### src/rtl/mem_window_timer.sv
module mem_window_timer #(
  parameter int FAST_LEN       = 5,
  parameter int SLOW_LEN       = 14,
  parameter int LONG_LEN       = 16,
  parameter int SLOW_PERIOD    = 64,
  parameter int REFRESH_PERIOD = 10
) (
  input  logic       clk,
  input  logic       rst,
  input  logic       req,
  input  logic [1:0] region,
  output logic       win_start,
  output logic       win_active,
  output logic       ready,
  output logic       refresh
);
  localparam int CW = $clog2(LONG_LEN + 1);
  localparam int SW = $clog2(SLOW_PERIOD);
  localparam int RW = $clog2(REFRESH_PERIOD);
  localparam logic [CW-1:0] FAST_LAST = CW'(FAST_LEN - 1);
  localparam logic [CW-1:0] SLOW_LAST = CW'(SLOW_LEN - 1);
  localparam logic [CW-1:0] LONG_LAST = CW'(LONG_LEN - 1);
  localparam logic [SW-1:0] SLOW_WRAP = SW'(SLOW_PERIOD - 1);
  localparam logic [RW-1:0] REF_SLOT  = RW'(REFRESH_PERIOD - 1);

  logic          busy, is_slow, is_ram, in_ref;
  logic [CW-1:0] cnt;
  logic [SW-1:0] slow_no;
  logic [RW-1:0] ram_slot;
  logic [CW-1:0] last;
  logic          at_end;

  assign last = !is_slow ? FAST_LAST : (slow_no == SLOW_WRAP ? LONG_LAST : SLOW_LAST);
  assign at_end     = busy && (cnt == last);
  assign win_active = busy;
  assign win_start  = busy && (cnt == '0);
  assign ready      = at_end && !in_ref;
  assign refresh    = busy && in_ref;

  always_ff @(posedge clk) begin
    if (rst) begin
      busy     <= 1'b0;
      is_slow  <= 1'b0;
      is_ram   <= 1'b0;
      in_ref   <= 1'b0;
      cnt      <= '0;
      slow_no  <= '0;
      ram_slot <= '0;
    end else if (!busy) begin
      if (req) begin
        busy    <= 1'b1;
        cnt     <= '0;
        is_slow <= region[1];
        is_ram  <= (region == 2'b00);
        in_ref  <= (region == 2'b00) && (ram_slot == REF_SLOT);
      end
    end else if (at_end) begin
      cnt <= '0;
      if (in_ref) begin
        in_ref   <= 1'b0;
        ram_slot <= '0;
      end else begin
        busy <= 1'b0;
        if (is_ram) ram_slot <= ram_slot + 1'b1;
        if (is_slow) slow_no <= (slow_no == SLOW_WRAP) ? '0 : slow_no + 1'b1;
      end
    end else begin
      cnt <= cnt + 1'b1;
    end
  end

  a_r1_start_needs_req: assert property (@(posedge clk) disable iff (rst)
    $rose(win_active) |-> $past(req));
  a_r8_ready_single: assert property (@(posedge clk) disable iff (rst)
    ready |=> !ready);
  a_r8_idle_after_ready: assert property (@(posedge clk) disable iff (rst)
    ready |=> !win_active);
  a_r7_refresh_then_access: assert property (@(posedge clk) disable iff (rst)
    $fell(refresh) |-> (win_start && win_active));
  a_r5_long_only_at_wrap: assert property (@(posedge clk) disable iff (rst)
    (ready && is_slow && cnt == LONG_LAST) |-> (slow_no == SLOW_WRAP));
endmodule

### config.mk
export PLATFORM = sky130hd
export DESIGN_NAME = mem_window_timer
export DESIGN_NICKNAME = d
export VERILOG_FILES = /design/src/rtl/mem_window_timer.sv
export SDC_FILE = /design/constraint.sdc
export NUM_CORES = 1
export LEC_CHECK = 0
export BUFFER_PORTS_ARGS = -buffer_cell sky130_fd_sc_hd__buf_4
export CAP_MARGIN = 20
export CORE_ASPECT_RATIO = 1.2
export CORE_UTILIZATION = 50
export CTS_CLUSTER_SIZE = 28
export DETAILED_ROUTE_END_ITERATION = 7
export GPL_TIMING_DRIVEN = 0
export PLACE_DENSITY = 0.69
export SLEW_MARGIN = 10
export SYNTH_ARGS = -nofsm -noshare
export SYNTH_HDL_FRONTEND = slang
export SYNTH_SLANG_ARGS = --single-unit
### constraint.sdc
create_clock -name clk -period 3.78 [get_ports clk]
set_clock_uncertainty 0.1 [all_clocks]
set_input_delay 0.378 -clock clk [delete_from_list [all_inputs] [get_ports clk]]
set_output_delay 0.378 -clock clk [all_outputs]
set_load 0.005 [all_outputs]
==> impl.org, run 1 <==
** Cells and area
- Leading cell type in the layout, fill and taps excluded :: sky130_fd_sc_hd__dfxtp_1
- Of the cells placed in the final design, the portion with a size suffix greater than 1 is 14.6%.
- After the last flow step, the layout net total stands at 148.
- Area added between synthesis and finish :: 10.7%
- Number of inserted diodes :: 0
- With fillers left out, the area of the finished cells amounts to 0.00115 mm2.
- Most used cells in the layout excluding fill and tap cells :: sky130_fd_sc_hd__dfxtp_1, sky130_fd_sc_hd__nor2_1, sky130_fd_sc_hd__nand2_1, sky130_fd_sc_hd__a21oi_1, sky130_fd_sc_hd__buf_4

** Outcome
- The flow ran to the end, and the final reports show no timing, DRC or antenna violations.

** Setup path
- The critical path is of the reg -> out type.
- The worst setup path is captured at a primary output.
- The worst register-to-register path begins at slow_no[0].
- Destination of the worst register-to-register timing path :: ram_slot[2]
- The critical path starts at slow_no[0].
- Data arrival, critical path :: 2.33 ns
- Startpoint class of the critical path :: flip-flop
- Maximum net fanout on the critical path :: 10
- Depth of the worst register-to-register path :: 7
- STA puts the critical path data required time at 3.30 ns.
- Setup slack, reg-to-reg :: 1.21 ns

** STA
- In this run the tightest slew margin relative to its limit is 72.8%.
- Slew at the pin closest to its max-slew limit :: 0.408 ns
- The hold violation total from the final report is 0.
- Summed over all failing endpoints, the final setup total negative slack is 0 ns.
- Setup repair after global routing left no endpoint under its margin.
- Highest clock frequency the design can meet :: 357 MHz
- The final critical path takes up 74.2% of the cycle.
- Setup violations remaining at the end of the flow were counted as 0.
- The number of pins exceeding their max-slew limit in the final report was 0.
- Tmin final :: 2.80 ns

** Power
- Switching share of total power :: 25.4%
- IR analysis of the VDD net gives a maximum drop of 271 uV.
- Total power :: 349 uW
- Of the total power, combinational logic draws 8.9%.
- Of the total power, the clock network draws 29.6%.
- Reg power frac :: 61.5%
- Leakage Power :: 0.426 nW
- For this design the ratio of total power to cell area is 302 mW/mm2.
- The analysis attributes to net switching a power of 88.6 uW.
- Cell internal power was estimated by the tool at 261 uW.

** Synthesis
- The synthesized netlist devotes 6.00% of its cell area to adder and majority cells.
- The synthesized netlist devotes 14.1% of its cell area to compound gates.
- After Yosys synthesis, XOR and XNOR cells account for 0.839% of the synthesized area.
- Mean instance size in the synthesized netlist :: 8.35 um2
- In this run, synthesis produced a sequential element count of 19.
- Counting every net in the synthesized netlist gives 135.
- Library cell with the largest summed area after synthesis :: sky130_fd_sc_hd__dfxtp_1
- Measured against the total synthesized area, the mux share comes to 3.96%.
- Of the total synthesized cell area, the portion taken by AND, OR, NAND and NOR gates is 33.8%.
- Largest family of logic cells by synthesized area :: simple AND/OR/NAND/NOR gates
- Cells taking the most area after synthesis :: sky130_fd_sc_hd__dfxtp_1, sky130_fd_sc_hd__ha_1, sky130_fd_sc_hd__nor2_1
- After synthesis, the share of flip-flops with an asynchronous set or reset is 0%.
- In the synthesized netlist the dominant register cell turns out to be sky130_fd_sc_hd__dfxtp_1.
- The Yosys step of the flow raised 0 warnings.
- EDFF count, synth :: 0
- Share of the yosys chip area belonging to registers :: 36.5%
- The netlist uses 41 different library cells.
- Proportion of netlist area held by the largest area contributor :: 36.5%
- Post-synthesis instance area :: 0.00104 mm2
- Post-synthesis cell count :: 125

** Global routing
- The number of antenna violations at the first check in global routing is 0.
- Largest net degree at the start of global routing :: 12
- For this run, the total global-route usage over all layers was measured as 19.7%.
- Global-route wire length before repair :: 3410 um
- Leftover overflow at the end of global routing :: 0
- The number of global-route vias before repair came to 792.

** Hold path
- In this run the most critical hold path is launched from region[1].
- Counting instances, the worst hold path has a depth of 3.
- Min-delay worst type :: in -> reg
- The worst hold path terminates at is_slow.

** Clock network
- Clock latency on the worst-skew pair :: 0.30 ns
- No sink is reached through more buffers than the 2 on the longest clock path.
- In this run, post-CTS hold repair placed 0 buffers.
- Total setup buffers inserted after CTS :: 0
- TritonCTS clock tree :: yes
- Clock-pin slew was measured on the worst setup and hold paths at 0.12 ns.
- Total number of clock tree sinks :: 19
- The number of gates resized after CTS was 0.
- In this run the number of H-tree levels came out at 1.
- In this run, CTS created clock tree buffers numbering 3.
- Root buffer selected by CTS :: sky130_fd_sc_hd__clkbuf_4

** Drt
- Number of design-rule violations left by the first detailed-router iteration :: 6
- Final routed DRC violation total :: 0
- Final wirelength :: 1970 um
- DRT Pass-1 Iters :: 4
- In the routed layout, each cell is associated on average with a via count of 5.97.
- Number of vias in the routed layout :: 931
- The count of nets left with antenna violations once routing finished came out at 0.
- Average wire per cell in the routed design :: 12.6 um

** Placement
- Routability-driven placement congestion ratio :: 0.828
- Post-DP HPWL :: 1440 um
- Input and output buffers added on the ports amount to 8.
- Total placed instance area :: 0.00113 mm2

** Floorplanning
- The die is 52.0 um tall.
- The floorplan step defined a core boundary enclosing 0.00189 mm2.
- The die is 43.7 um wide.
- Once the floorplan was initialized, standard cells occupied 55.1% of the core.
- After floorplanning, the core was divided into 17 placement rows.
- Total Die Area :: 0.00227 mm2
- 9 I/O pins were placed.

** Job
- Max-capacitance violation count :: 0
[synthesized netlist by cell type, types with 3 or more instances]
library cell,number
sky130_fd_sc_hd__nor2_1,12
sky130_fd_sc_hd__nand3_1,5
sky130_fd_sc_hd__nor3_1,7
sky130_fd_sc_hd__clkbuf_1,4
sky130_fd_sc_hd__ha_1,5
sky130_fd_sc_hd__inv_1,5
sky130_fd_sc_hd__a21oi_1,8
sky130_fd_sc_hd__nand4_1,3
sky130_fd_sc_hd__or4_1,3
sky130_fd_sc_hd__dfxtp_1,19
sky130_fd_sc_hd__a31oi_1,3
sky130_fd_sc_hd__o21ai_0,4
sky130_fd_sc_hd__mux2i_1,3
sky130_fd_sc_hd__nand2_1,10
[worst max-delay path: stages, from the launching register on]
cell and delay (ns):
sky130_fd_sc_hd__dfxtp_1 0.43, sky130_fd_sc_hd__ha_1 0.24, sky130_fd_sc_hd__nand3_2 0.16, sky130_fd_sc_hd__o21a_1 0.25, sky130_fd_sc_hd__or4_4 0.53, sky130_fd_sc_hd__buf_6 0.16
sky130_fd_sc_hd__nor2_1 0.13, sky130_fd_sc_hd__buf_4 0.13
[flip-flops by register name (all words and copies together), names as in the netlist]
register,cells
slow_no,6
in_ref,1
is_ram,1
win_active,1
is_slow,1
cnt,5
ram_slot,4
[cell families (layout without fill, tap and decap cells)]
kind of cell,count (synthesis),after routing
DFF,19,19
adders and majority gates,5,5
AOI/OAI and AO/OA,23,23
buffers and inverters,11,23
muxes,4,4
xor gates and xnor gates,1,1
and+or+nand+nor,62,62
[stage by stage]
step | worst slack [ns] | hold slack (ns) | utilization, % | cells
3_5_place_dp | 1.25 | 0.381 | 59.6 | 152
6_report | 0.976 | 0.228 | 61.0 | 156
5_1_grt | 0.823 | 0.228 | 61.0 | 156
4_1_cts | 0.960 | 0.216 | 61.0 | 156
2_1_floorplan | 1.41 | 0.357 | - | 125
3_3_place_gp | 1.28 | 0.368 | 59.6 | 152
[cell type report]
cell class / instances / area (um2)
clock buffers: 3 / 22.5
flip-flops and latches: 19 / 380
plain buffers: 6 / 31.3
repair buffers: 8 / 60.1
clock inverters: 1 / 5.00
fillers: 173 / 738
multi-input cells: 95 / 613
inverters: 5 / 18.8
well taps: 19 / 23.8
[power groups by stage]
stage               registers [mW]  clock network, mW  logic (mW)
floorplan                    0.217                  0      0.0203
global placement             0.219                  0      0.0305
detailed placement           0.219                  0      0.0312
CTS                          0.215              0.108      0.0313
global route                 0.216              0.117      0.0349
finish                       0.215              0.103      0.0310
[layer usage]
layer,part of all wire [%],track usage (%)
met1,52,26.8
met2,45,31.6
met3,1.7,3.13
met4,1.4,6.25
met5,0,0
[worst max-delay path by stage]
stage | end | slack, ns | depth (start not counted)
final | ready | 0.98 | 7
after global routing | ready | 0.82 | 7
after CTS | ready | 0.96 | 7
after detailed placement | ram_slot[1] | 1.25 | 7
after global placement | ram_slot[2] | 1.28 | 7
after floorplan | ram_slot[2] | 1.41 | 7
Power figures use the tool's default switching activity.
==> run 2: changes to the inputs <==
Settings changed: PLACE_DENSITY 0.69 to 0.71.
Clock period 3.78 ns to 2.55 ns, I/O delays scaled along.
==> impl.org, run 2 (synthesis results as in run 1) <==
** Global routing
- Antenna violations before repair :: 0 (unchanged)
- The total congestion overflow came to 0 (unchanged).
- GR Util All Layers :: 21.4% (+1.7 points)
- Largest net degree at the start of global routing :: 12 (unchanged)
- Number of global-route vias before repair :: 861 (+8.7%)
- Global-route wire length before repair :: 3660 um (+7.5%)

** Clock network
- Clock latency on the worst-skew pair :: 0.30 ns (about the same)
- Clk pin slew, worst setup/hold paths :: 0.11 ns (about the same)
- Root buffer selected by CTS :: sky130_fd_sc_hd__clkbuf_4
- Total number of clock tree sinks :: 19 (unchanged)
- The H-tree level count came to 1 (unchanged).
- TritonCTS built the clock tree.
- Number of buffers between clock root and the deepest sink :: 2 (unchanged)
- The number of buffers inserted during clock tree synthesis was 3 (unchanged).

** Floorplanning
- The placeable core region is 0.00189 mm2 (unchanged).
- I/O pin count :: 9 (unchanged)
- Total Die Area :: 0.00227 mm2 (unchanged)
- Horizontal extent of the die :: 43.7 um (unchanged)
- Chip height :: 52.0 um (unchanged)
- The initial core utilization was 55.1% (unchanged).
- The floorplan row count came to 17 (unchanged).

** STA
- Highest clock frequency the design can meet :: 414 MHz
- Hold violation total from the final report :: 0 (unchanged)
- Setup TNS Final :: 0 ns (unchanged)
- Final number of max-transition violations :: 0 (unchanged)
- The worst hold-check slack was 0.0862 ns (-0.142 ns).
- The worst-case headroom to the max-slew limit came to 71.1% (-1.7 points).
- In the finished design, the share of the clock period the worst path needs comes to 94.7%.
- Slew at the pin closest to its max-slew limit :: 0.433 ns (+0.0255 ns)
- The routed design could run at a clock period as short as 2.41 ns.
- Setup repair after global routing left no endpoint under its margin.
- Final count of negative-setup-slack endpoints :: 0 (unchanged)

** Setup path
- Traced cell by cell, the critical path runs through ha_4 > nand3_4 > o21a_1 > or4_4 > buf_6 > nor2_2 > buf_4.
- The largest fanout of any net on the critical path came to 10 (unchanged).
- The flop-to-flop setup slack is 0.19 ns (-1.02 ns).
- On the critical path, the stage with the largest delay is an instance of sky130_fd_sc_hd__or4_4.
- Critical path required time :: 2.19 ns (-1.11 ns)
- The worst register-to-register path ends at ram_slot[2].
- The worst setup path is captured at a primary output.
- Crit-path max cell delay :: 0.53 ns (about the same)
- Beginning of the critical path :: slow_no[0]
- Among cell families on the critical path, the largest total delay comes from simple AND/OR/NAND/NOR gates.
- The worst setup path is launched from a flip-flop.
- The path depth of the worst reg2reg path is 7 (unchanged).
- Data arrival, critical path :: 2.06 ns (-0.27 ns)
- CP endpoint :: ready
- Instance count on the critical path :: 7 (unchanged)
- Number of buffer and inverter instances along the worst setup path :: 2 (unchanged)
- In this run the critical register-to-register path is launched from slow_no[0].
- The critical path in this run is classified as reg -> out.

** Placement
- The placed wire-length estimate is 1440 um (about the same).
- Cells after DPL :: 152 (unchanged)
- Routability-driven placement congestion ratio :: 0.794 (-4.0%)
- Number of buffers added on ports :: 8 (unchanged)
- Total placed instance area :: 0.00113 mm2 (unchanged)

** Drt
- Average wire per cell in the routed design :: 12.3 um (-2.1%)
- DRT Pass-1 Iters :: 6 (+2)
- The via count was 955 (+2.6%).
- The total DRC errors in the routed layout came to 2 (+2).
- Post-detailed-route via-to-cell ratio :: 6.01 (+0.64%)
- The violation count after the first detailed-routing iteration came to 16 (+10).
- Final wirelength :: 1960 um (-0.20%)
- Count of nets left with antenna violations after detail routing :: 0 (unchanged)

** Hold path
- The instance count along the most critical hold path came to 3 (unchanged).
- In this run the worst hold path is classified as in -> reg.
- Start point of the worst hold path :: region[1]

** Outcome
- Result of the run :: finished with violations
- Failing checks :: design-rule violations

** Cells and area
- In the layout the commonest cells are sky130_fd_sc_hd__dfxtp_1, sky130_fd_sc_hd__nor2_1, sky130_fd_sc_hd__buf_4, sky130_fd_sc_hd__nand2_1, sky130_fd_sc_hd__a21oi_1.
- Number of inserted diodes :: 0 (unchanged)
- In the final layout, the registers with the most flip-flops are slow_no x6, cnt x5, ram_slot x4.
- The library cell used most frequently in the layout, excluding fill and tap cells, is sky130_fd_sc_hd__dfxtp_1.
- Flip-flop count of the largest register, all copies and words added :: 6 (unchanged)
- Area of all placed cells without fillers :: 0.00121 mm2 (+4.6%)
- # nets final :: 151 (+2.0%)
- The fraction of final layout cells with drive strength greater than 1 was 19.3% (+4.7 points).
- Top reg by flops :: slow_no
- The area growth from synthesis to layout is 15.7%.
- The final cell count without fillers was 159 (+1.9%).

** Power
- The power per unit of standard cell area was 427 mW/mm2 (+41%).
- Leakage Power :: 0.440 nW (+3.4%)
- Maximum resistive drop on vdd :: 363 uV (+34%)

** Job
- The count of max-cap constraint violations came to 0 (unchanged).
[run 2: per-stage QoR]
stage	power [mW]	worst slack (ns)	util, %
2_1_floorplan	0.351	0.181	-
3_3_place_gp	0.369	0.0545	59.6
3_5_place_dp	0.371	0.0164	59.6
4_1_cts	0.524	0.0466	62.3
5_1_grt	0.542	0.00644	63.8
6_report	0.516	0.135	63.8
[run 2: report_power, final]
| group | internal (mW) | switching [mW] | leakage (nW) |
|---|---|---|---|
| Sequential | 0.304 | 0.0122 | 0.156 |
| Clock | 0.0584 | 0.0964 | 0.0177 |
| Combinational | 0.0221 | 0.0233 | 0.267 |
| Total | 0.384 | 0.132 | 0.440 |
[run 2: final cells by class]
class | count | area (um2)
Timing Repair Buffer | 11 | 82.6
Clock buffer | 3 | 22.5
Tap cell | 19 | 23.8
Multi-Input combinational cell | 95 | 636
Inverter | 5 | 18.8
Fill cell | 177 | 686
Clock inverter | 1 | 5.00
Buffer | 6 | 31.3
Sequential cell | 19 | 388
[run 2: routing by layer]
metal	global-route usage, %	share of wire, %
met4	11.5	1.7
met1	28.3	48
met3	4.86	3.3
met2	32.1	47
met5	0	0
[run 2: worst min path at each step]
stage | end
after global routing | is_slow
after detailed placement | ram_slot[3]
final | is_slow
after global placement | ram_slot[3]
after CTS | is_slow
after floorplan | is_slow
[run 2: worst register-to-register path, cell delays in order (launching register included)]
cell and delay [ns]:
sky130_fd_sc_hd__dfxtp_4 0.39, sky130_fd_sc_hd__ha_4 0.16, sky130_fd_sc_hd__nand3_4 0.10, sky130_fd_sc_hd__o21a_1 0.22, sky130_fd_sc_hd__or4_4 0.53, sky130_fd_sc_hd__buf_6 0.16
sky130_fd_sc_hd__or4_1 0.47, sky130_fd_sc_hd__a31oi_1 0.17
[run 2: repair_timing]
action / CTS / global route
pin swaps: 0 / 1
resized for setup: 6 / 2
endpoints found under the hold margin: 0 / 0
buffers inserted: 0 / 3
hold buffers: 0 / 0
setup endpoints to repair: 3 / 1
